$ cat config.mk
export PLATFORM = sky130hd
export DESIGN_NAME = trap_priv_ctrl
export DESIGN_NICKNAME = d
export VERILOG_FILES = /design/src/rtl/trap_pkg.sv /design/src/rtl/trap_arbiter.sv /design/src/rtl/trap_state.sv /design/src/rtl/trap_csr_rd.sv /design/src/rtl/trap_priv_ctrl.sv
export SDC_FILE = /design/constraint.sdc
export NUM_CORES = 1
export LEC_CHECK = 0
export BUFFER_PORTS_ARGS = -buffer_cell sky130_fd_sc_hd__buf_2
export CAP_MARGIN = 10
export CELL_PAD_IN_SITES_DETAIL_PLACEMENT = 1
export CELL_PAD_IN_SITES_GLOBAL_PLACEMENT = 2
export CORE_ASPECT_RATIO = 1.2
export CORE_MARGIN = 4
export CORE_UTILIZATION = 23
export DETAILED_ROUTE_END_ITERATION = 6
export GPL_TIMING_DRIVEN = 0
export PLACE_DENSITY_LB_ADDON = 0.05
export SKIP_CTS_REPAIR_TIMING = 1
export SYNTH_ARGS = -nofsm -noshare
export SYNTH_HDL_FRONTEND = slang
export SYNTH_HIERARCHICAL = 1
export SYNTH_SLANG_ARGS = --single-unit
export TNS_END_PERCENT = 100
$ cat constraint.sdc
create_clock -name clk -period 4.8 [get_ports clk]
set_input_delay 0.24 -clock clk [delete_from_list [all_inputs] [get_ports clk]]
set_output_delay 0.24 -clock clk [all_outputs]
set_load 0.005 [all_outputs]
$ cat src/rtl/trap_pkg.sv
`timescale 1ns/1ps
package trap_pkg;
  typedef enum logic [1:0] {
    PRIV_U = 2'b00,
    PRIV_M = 2'b11
  } priv_e;

  typedef enum logic [1:0] {
    SEL_EPC    = 2'd0,
    SEL_STATUS = 2'd1,
    SEL_CAUSE  = 2'd2,
    SEL_NONE   = 2'd3
  } csr_sel_e;

  typedef enum logic [1:0] {
    ACT_NONE = 2'd0,
    ACT_TRAP = 2'd1,
    ACT_RET  = 2'd2
  } act_e;

  localparam int CODE_W = 4;

  localparam logic [CODE_W-1:0] CODE_ECALL_U  = 4'd8;
  localparam logic [CODE_W-1:0] CODE_ECALL_M  = 4'd11;
  localparam logic [CODE_W-1:0] CODE_PF_FETCH = 4'd12;
  localparam logic [CODE_W-1:0] CODE_PF_LOAD  = 4'd13;
  localparam logic [CODE_W-1:0] CODE_PF_STORE = 4'd15;
  localparam logic [CODE_W-1:0] CODE_TIMER    = 4'd7;

  localparam int ST_IE_BIT   = 3;
  localparam int ST_PIE_BIT  = 7;
  localparam int ST_PPRV_LO  = 11;
  localparam int ST_PPRV_HI  = 12;
endpackage

$ cat src/rtl/trap_arbiter.sv
`timescale 1ns/1ps
module trap_arbiter
  import trap_pkg::*;
(
  input  logic              ev_fault,
  input  logic [1:0]        fault_kind,
  input  logic              ev_ecall,
  input  logic              ev_mret,
  input  logic              timer_pending,
  input  priv_e             cur_priv,
  input  logic              irq_en,
  output act_e              act,
  output logic              is_irq,
  output logic [CODE_W-1:0] code
);
  always_comb begin
    act    = ACT_NONE;
    is_irq = 1'b0;
    code   = '0;
    if (ev_fault) begin
      act = ACT_TRAP;
      unique case (fault_kind)
        2'b00:   code = CODE_PF_FETCH;
        2'b01:   code = CODE_PF_LOAD;
        default: code = CODE_PF_STORE;
      endcase
    end else if (ev_ecall) begin
      act  = ACT_TRAP;
      code = (cur_priv == PRIV_M) ? CODE_ECALL_M : CODE_ECALL_U;
    end else if (ev_mret && cur_priv == PRIV_M) begin
      act = ACT_RET;
    end else if (timer_pending && irq_en) begin
      act    = ACT_TRAP;
      is_irq = 1'b1;
      code   = CODE_TIMER;
    end
  end
endmodule

$ cat src/rtl/trap_state.sv
`timescale 1ns/1ps
module trap_state
  import trap_pkg::*;
#(
  parameter int              XLEN = 32,
  parameter logic [XLEN-1:0] TVEC = 32'h0000_0100
) (
  input  logic              clk,
  input  logic              rst,
  input  act_e              act,
  input  logic              is_irq,
  input  logic [CODE_W-1:0] code,
  input  logic [XLEN-1:0]   insn_pc,
  input  logic              csr_we,
  input  csr_sel_e          csr_sel,
  input  logic [XLEN-1:0]   csr_wdata,
  output priv_e             priv_q,
  output logic              ie_q,
  output logic              pie_q,
  output priv_e             pprv_q,
  output logic [XLEN-1:0]   epc_q,
  output logic              cause_irq_q,
  output logic [CODE_W-1:0] cause_code_q,
  output logic              redir_valid,
  output logic [XLEN-1:0]   redir_pc
);
  always_ff @(posedge clk) begin
    if (rst) begin
      priv_q       <= PRIV_M;
      ie_q         <= 1'b0;
      pie_q        <= 1'b0;
      pprv_q       <= PRIV_U;
      epc_q        <= '0;
      cause_irq_q  <= 1'b0;
      cause_code_q <= '0;
      redir_valid  <= 1'b0;
      redir_pc     <= '0;
    end else begin
      redir_valid <= 1'b0;
      unique case (act)
        ACT_TRAP: begin
          priv_q       <= PRIV_M;
          pprv_q       <= priv_q;
          pie_q        <= ie_q;
          ie_q         <= 1'b0;
          epc_q        <= insn_pc;
          cause_irq_q  <= is_irq;
          cause_code_q <= code;
          redir_valid  <= 1'b1;
          redir_pc     <= TVEC;
        end
        ACT_RET: begin
          priv_q      <= pprv_q;
          ie_q        <= pie_q;
          pie_q       <= 1'b1;
          pprv_q      <= PRIV_U;
          redir_valid <= 1'b1;
          redir_pc    <= epc_q;
        end
        default: begin
          if (csr_we) begin
            unique case (csr_sel)
              SEL_EPC: epc_q <= csr_wdata;
              SEL_STATUS: begin
                ie_q   <= csr_wdata[ST_IE_BIT];
                pie_q  <= csr_wdata[ST_PIE_BIT];
                pprv_q <= (csr_wdata[ST_PPRV_HI:ST_PPRV_LO] == 2'b11) ? PRIV_M : PRIV_U;
              end
              default: ;
            endcase
          end
        end
      endcase
    end
  end
endmodule

$ cat src/rtl/trap_csr_rd.sv
`timescale 1ns/1ps
module trap_csr_rd
  import trap_pkg::*;
#(
  parameter int XLEN = 32
) (
  input  logic              clk,
  input  logic              rst,
  input  csr_sel_e          sel,
  input  logic [XLEN-1:0]   epc,
  input  logic              ie,
  input  logic              pie,
  input  priv_e             pprv,
  input  logic              cause_irq,
  input  logic [CODE_W-1:0] cause_code,
  output logic [XLEN-1:0]   rdata
);
  logic [XLEN-1:0] status_w;
  logic [XLEN-1:0] cause_w;

  always_comb begin
    status_w                        = '0;
    status_w[ST_IE_BIT]             = ie;
    status_w[ST_PIE_BIT]            = pie;
    status_w[ST_PPRV_HI:ST_PPRV_LO] = pprv;
    cause_w                         = '0;
    cause_w[XLEN-1]                 = cause_irq;
    cause_w[CODE_W-1:0]             = cause_code;
  end

  always_ff @(posedge clk) begin
    if (rst) begin
      rdata <= '0;
    end else begin
      unique case (sel)
        SEL_EPC:    rdata <= epc;
        SEL_STATUS: rdata <= status_w;
        SEL_CAUSE:  rdata <= cause_w;
        default:    rdata <= '0;
      endcase
    end
  end
endmodule

$ cat src/rtl/trap_priv_ctrl.sv
`timescale 1ns/1ps
module trap_priv_ctrl
  import trap_pkg::*;
#(
  parameter int              XLEN = 32,
  parameter logic [XLEN-1:0] TVEC = 32'h0000_0100
) (
  input  logic            clk,
  input  logic            rst,
  input  logic            ev_ecall,
  input  logic            ev_mret,
  input  logic            ev_fault,
  input  logic [1:0]      fault_kind,
  input  logic            timer_pending,
  input  logic [XLEN-1:0] insn_pc,
  input  logic            csr_we,
  input  logic [1:0]      csr_sel,
  input  logic [XLEN-1:0] csr_wdata,
  output logic [1:0]      priv_mode,
  output logic            redir_valid,
  output logic [XLEN-1:0] redir_pc,
  output logic [XLEN-1:0] csr_rdata
);
  act_e              act;
  logic              is_irq;
  logic [CODE_W-1:0] code;
  priv_e             priv_q;
  logic              ie_q;
  logic              pie_q;
  priv_e             pprv_q;
  logic [XLEN-1:0]   epc_q;
  logic              cause_irq_q;
  logic [CODE_W-1:0] cause_code_q;
  csr_sel_e          sel_e;

  assign sel_e     = csr_sel_e'(csr_sel);
  assign priv_mode = priv_q;

  trap_arbiter u_arb (
    .ev_fault      (ev_fault),
    .fault_kind    (fault_kind),
    .ev_ecall      (ev_ecall),
    .ev_mret       (ev_mret),
    .timer_pending (timer_pending),
    .cur_priv      (priv_q),
    .irq_en        (ie_q),
    .act           (act),
    .is_irq        (is_irq),
    .code          (code)
  );

  trap_state #(.XLEN(XLEN), .TVEC(TVEC)) u_state (
    .clk          (clk),
    .rst          (rst),
    .act          (act),
    .is_irq       (is_irq),
    .code         (code),
    .insn_pc      (insn_pc),
    .csr_we       (csr_we),
    .csr_sel      (sel_e),
    .csr_wdata    (csr_wdata),
    .priv_q       (priv_q),
    .ie_q         (ie_q),
    .pie_q        (pie_q),
    .pprv_q       (pprv_q),
    .epc_q        (epc_q),
    .cause_irq_q  (cause_irq_q),
    .cause_code_q (cause_code_q),
    .redir_valid  (redir_valid),
    .redir_pc     (redir_pc)
  );

  trap_csr_rd #(.XLEN(XLEN)) u_rd (
    .clk        (clk),
    .rst        (rst),
    .sel        (sel_e),
    .epc        (epc_q),
    .ie         (ie_q),
    .pie        (pie_q),
    .pprv       (pprv_q),
    .cause_irq  (cause_irq_q),
    .cause_code (cause_code_q),
    .rdata      (csr_rdata)
  );
endmodule

==> results of run 1 <==
layer usage:
layer / vias to the layer above / track usage [%] / routed length, um
li1: 1791 / - / -
met1: 1736 / 17.1 / 6590
met2: 86 / 24.5 / 7350
met3: 10 / 2.41 / 688
met4: 0 / 4.40 / 195
met5: - / 0 / 0
worst max-delay path, stage by stage, from the launching register on:
cell and delay (ns):
dfxtp_1 0.43, nand3_1 0.17, nor2_1 0.28, inv_1 0.10, ha_1 0.18, buf_2 0.19
buf_4 0.21, buf_2 0.23, a211oi_1 0.42, a221oi_2 0.10
through the flow:
stage               setup slack, ns  utilization [%]
floorplan                      2.83                -
global placement               2.30             29.0
detailed placement             2.26             29.0
CTS                            2.24             30.5
global route                   2.09             30.5
finish                         2.32             30.5
where the power goes:
part / internal (mW) / switching [mW] / leakage, nW / total [mW]
clock: 0.411 / 0.335 / 0.145 / 0.746
combinational: 0.123 / 0.159 / 1.53 / 0.282
sequential: 0.942 / 0.0305 / 0.883 / 0.972
sequential cells by signal, summed over array words and instances, names as in the netlist:
register	cells
u_state/ie_q	1
u_state/redir_valid	1
u_rd/rdata	32
u_state/cause_irq_q	1
u_state/epc_q	32
u_state/cause_code_q	4
u_state/pprv_q	2
u_state/redir_pc	32
u_state/priv_q	2
u_state/pie_q	1
final timing paths:
path                       end  slack, ns
max           u_state/epc_q[0]       2.32
min               u_state/ie_q       0.26
min reg2reg  u_state/epc_q[16]       0.47
max reg2reg   u_state/epc_q[0]       2.32
layout make-up:
cell class	instances	area share, %
clock buffers	14	4.90
repair buffers	141	12.2
clock inverters	2	0.280
inverters	42	2.72
flip-flops and latches	108	37.3
plain buffers	36	4.16
multi-input cells	228	33.0
well taps	256	5.52
kinds of logic after synthesis:
kind of cell             count (synthesis)  share of synthesized area, %
multiplexers                            13                          2.94
adder cells (fa/ha/maj)                  4                          1.12
AO/OA/AOI/OAI                          117                          25.7
buffers and inverters                   78                          8.92
flip-flops                             108                          48.3
AND/OR/NAND/NOR                         94                          13.1
cells in the final DEF (no fill, tap or decap), drive strengths merged:
master	n
a211oi	39
and2b	1
buf	172
a221oi	33
dfxtp	108
a21o	1
nor3b	1
nor2	11
mux2	1
nor2b	35
a22o	31
a21oi	3
or2	2
clkbuf	19
o21a	1
mux2i	12
o21bai	1
a41oi	1
nand2b	4
nor4	1
a311oi	1
ha	4
nand2	2
nand3	2
a32o	2
and2	24
clkinv	1
inv	42
nor3	11
clkinvlp	1
a31oi	1
o21ai	2
a31o	1
==> results.ini, run 1 <==
[outcome]
status=complete, no violations

[floorplan]
chipWidth_um=135
core_um2=19000
die_y_um=161
design.die.area_um2=21800
start_util_pct=23.6
core.rowCount=55
io_pins=142

[sta]
fin_skew_ns=0.00691
tightest_slew_ns=0.907
holdWs_ns=0.256
final_max_slew_viol_count=0
fmax_mhz=404
relSlewSlack_pct=39.6
hold_viol=0
finalCritPeriodShare_pct=51.6
setup_viol=0
fin_setup_tns_ns=0
rsz0062_at_grt=no
fin_crit_ns=2.48

[detailed_routing]
wirelength_mm=14.8
ant_nets=0
drtIter0Drc=104
vias=3623
viasPerCell=4.38
first_pass_iters=4
drt-wirelength-per-cell_um=17.9
drc=0

[pwr]
irDropWorstVdd_mv=0.154
leakage_nw=2.56
power_mw=2.00
power_density_nw_per_um2=345

[yosys]
synth_ff_type=dfxtp_1
synth_nets=493
syn_avg_cell_area_um2=10.8
synth_top_cell_area_share_pct=48.3
yosysSeqAreaShare_pct=48.3
synth_area_leaders=dfxtp_1 (48%), a221oi_2 (10%), a211oi_1 (6.5%)
synth_top_cells_by_count=dfxtp_1 (108), inv_1 (42), a211oi_1 (39)
async_flop_share_pct=0
synth_area_um2=4480
synth_edf_count=0
synth-seq-cells=108
yosysWarnings=6
syn_inst=414
netlist-cell-type-count=40
yosys.area.top_type=dfxtp_1
yosysMostFrequentCell=dfxtp_1

[clock_network]
numCtsBuffers=9
cts_tree=done
cts_sinks=108
cts-htree-levels=3
clockRootBuffer=clkbuf_16
clock_latency_ns=0.35
cts.path.max_buffers=2
clk_pin_slew_worst_paths_ns=0.07

[setup_path]
crit_path_start_kind=flip-flop
crit_type=reg2reg
end_kind=flip-flop
required_ns=4.98
r2r_start=u_state/priv_q[0]
worstPathMaxFanout=10
setup.worst_path.start=u_state/priv_q[0]
cp.arrival_ns=2.66
reg2reg_depth=9

[flow_run]
cap_viol_max_count=0

[place]
place_congestion=0.729
dp_hpwl_mm=11.2
dp_cells=811
place_area_um2=5500
io_buffer_count=141

[grt]
grt_usage_pct=13.9
overflow=0
grt_pass1_vias=4027
grt_max_degree=17
grt_antenna_before_repair=0
grt_pass1_wl_mm=23.2

[finish]
final_area_um2=5800
nFillCells=2254
antennaDiodeCount=0
register_area_um2=2160
layout-drive-gt1-share_pct=41.3
fin_nets=645
multiInputGateArea_um2=1910
instances_no_fill=827
areaGrowthSynthToFinish_pct=29.6

[hold_path]
min_path_cells=4
hold_start=csr_wdata[3]
min_path_type=in2reg

Note: power is estimated with default switching activity, not from simulation.
==> run 2: changes to the inputs <==
==> constraint.sdc (replaced) <==
create_clock -name clk -period 2.3 [get_ports clk]
set_input_delay 0.115 -clock clk [delete_from_list [all_inputs] [get_ports clk]]
set_output_delay 0.115 -clock clk [all_outputs]
set_load 0.005 [all_outputs]
==> results.ini, run 2 (same netlist as run 1, synthesis figures left out) <==
[pwr]
p_sw_mw=1.11  ; was 524 uW
p_int_mw=3.12  ; was 1.48 mW
combPwrFrac_pct=15.2  ; was 14.1%
irDropWorstVdd_mv=0.320  ; was 0.154 mV
leakage_nw=2.62  ; was 2.56 nW
power_frac_seq_pct=48.0  ; was 48.6%
swShare_pct=26.3  ; was 26.2%
p_clk_share_pct=36.8  ; was 37.3%
power_density_nw_per_um2=702  ; was 345 nW/um^2

[detailed_routing]
first_pass_iters=4  ; unchanged
vias=3647  ; was 3,623
wirelength_mm=14.9  ; was 14.8 mm
drt-wirelength-per-cell_um=18.0  ; was 17.9 um
drtIter0Drc=96  ; was 104
drc=0  ; unchanged
viasPerCell=4.41  ; was 4.38
ant_nets=0  ; unchanged

[clock_network]
cts_tree=done  ; unchanged
clk_pin_slew_worst_paths_ns=0.07  ; about the same
cts-htree-levels=3  ; unchanged
clock_latency_ns=0.35  ; about the same
numCtsBuffers=9  ; unchanged
cts_sinks=108  ; unchanged
cts.path.max_buffers=2  ; unchanged
clockRootBuffer=clkbuf_16  ; unchanged

[place]
post-place-ws_ns=-0.236  ; was 2.26 ns
io_buffer_count=141  ; unchanged
place_area_um2=5500  ; unchanged
dp_hpwl_mm=11.2  ; unchanged
dp_cells=811  ; unchanged
place_congestion=0.729  ; unchanged

[setup_path]
setup.worst_path.start=u_state/priv_q[1]  ; was u_state/priv_q[0]
r2r_start=u_state/priv_q[1]  ; was u_state/priv_q[0]
r2r_slack_ns=0.15  ; was 2.32 ns
cpPeakStageDelay_ns=0.39  ; was 0.43 ns
end_kind=flip-flop  ; unchanged
crit_type=reg2reg  ; unchanged
path_cells=nand3_2 > nand3_2 > nand2b_1 > ha_1 > buf_2 > buf_6 > clkbuf_4 > a211oi_1 > a221oi_2  ; was nand3_1 > nor2_1 > inv_1 > ha_1 > buf_2 > buf_4 > buf_2 > a211oi_1 > a221oi_2
cpMostUsedCell=nand3_2  ; was buf_2
cp_slowest_cell=dfxtp_2  ; was dfxtp_1
crit_path_start_kind=flip-flop  ; unchanged
cp.arrival_ns=2.34  ; was 2.66 ns
required_ns=2.49  ; was 4.98 ns
worstPathMaxFanout=10  ; unchanged

[finish]
instances_no_fill=827  ; unchanged
multiInputGateArea_um2=2080  ; was 1910 um^2
register_area_um2=2160  ; about the same
layout_commonest_cell=buf_2  ; unchanged
antennaDiodeCount=0  ; unchanged
layout_common_cells=buf_2 (148), dfxtp_1 (106), inv_1 (42)  ; was buf_2 (154), dfxtp_1 (108), inv_1 (42)
reg_top3=u_rd/rdata: 32 flops, u_state/epc_q: 32 flops, u_state/redir_pc: 32 flops  ; unchanged
areaGrowthSynthToFinish_pct=34.7  ; was 29.6%
fin_nets=645  ; unchanged
nFillCells=2224  ; was 2,254
layout-drive-gt1-share_pct=47.5  ; was 41.3%
final_area_um2=6030  ; was 5800 um^2

[grt]
grt_usage_pct=13.9  ; unchanged
overflow=0  ; unchanged
grt_antenna_before_repair=0  ; unchanged
grt_pass1_vias=4027  ; unchanged
grt_pass1_wl_mm=23.2  ; unchanged
grt_max_degree=17  ; unchanged

[floorplan]
design.die.area_um2=21800  ; unchanged
start_util_pct=23.6  ; unchanged
core.rowCount=55  ; unchanged
io_pins=142  ; unchanged
chipWidth_um=135  ; unchanged
core_um2=19000  ; unchanged
die_y_um=161  ; unchanged

[sta]
tightest_slew_ns=0.925  ; was 0.907 ns
rsz0062_at_grt=no  ; unchanged
finalCritPeriodShare_pct=93.5  ; was 51.6%
fin_crit_ns=2.15  ; was 2.48 ns
final_max_slew_viol_count=0  ; unchanged
hold_viol=0  ; unchanged
fin_skew_ns=0.00847  ; was 0.00691 ns
relSlewSlack_pct=38.3  ; was 39.6%
setup_viol=0  ; unchanged
worst_slack_ns=0.149  ; was 2.32 ns
holdWs_ns=0.120  ; was 0.256 ns
fmax_mhz=465  ; was 404 MHz

[hold_path]
min_path_type=in2reg  ; unchanged
hold_start=csr_wdata[3]  ; unchanged

[flow_run]
cap_viol_max_count=0  ; unchanged

[outcome]
status=complete, no violations  ; unchanged

run 2: cell count changes in the layout (fill, tap and decap cells not counted), moves of 2 or more:
cell | previous run | this run
a211oi_1 | 39 | 16
a211oi_2 | 0 | 22
buf_6 | 7 | 15
buf_2 | 154 | 148
buf_4 | 10 | 6
clkbuf_4 | 0 | 4
clkbuf_1 | 6 | 3
dfxtp_1 | 108 | 106
dfxtp_2 | 0 | 2
nand3_1 | 2 | 0
nand3_2 | 0 | 2
run 2: through the flow:
stage	utilization (%)	setup TNS [ns]	power, mW
detailed placement	29.0	-7.79	2.68
finish	31.7	0	4.23
CTS	30.5	-9.65	4.27
global route	31.7	0	4.44
global placement	29.0	-6.16	2.67
floorplan	-	0	2.44
run 2: area by class of cell:
cell class	count	share of cell area, %
Inverter	42	2.62
Clock buffer	14	4.71
Tap cell	256	5.31
Sequential cell	108	35.9
Multi-Input combinational cell	228	34.6
Timing Repair Buffer	142	11.8
Buffer	35	4.77
Clock inverter	2	0.270
run 2: routing by layer:
metal	track usage, %	up-vias	routed length [um]
li1	-	1794	-
met1	17.1	1761	6660
met2	24.5	82	7400
met3	2.41	10	649
met4	4.40	0	195
met5	0	-	0
run 2: path summary, 6_finish.rpt:
kind / end / cells past startpoint
worst max-delay path: u_state/epc_q[2] / 9
worst min-delay path: u_state/ie_q / 4
worst max register to register: u_state/epc_q[2] / 9
worst min register to register: u_state/epc_q[16] / 2
run 2: critical path: cells and delay by family (launching register included):
family                     cells  cell delay (ns)
AOI/OAI and AO/OA              2             0.38
adders and majority gates      1             0.22
buffers and inverters          3             0.60
DFF                            1             0.39
and+or+nand+nor                3             0.39
run 2: power groups by stage:
stage	Clock [mW]	Combinational, mW	Sequential (mW)
2_1_floorplan	0	0.386	2.05
3_3_place_gp	0	0.592	2.07
3_5_place_dp	0	0.601	2.08
4_1_cts	1.63	0.603	2.03
5_1_grt	1.68	0.711	2.05
6_report	1.56	0.643	2.03
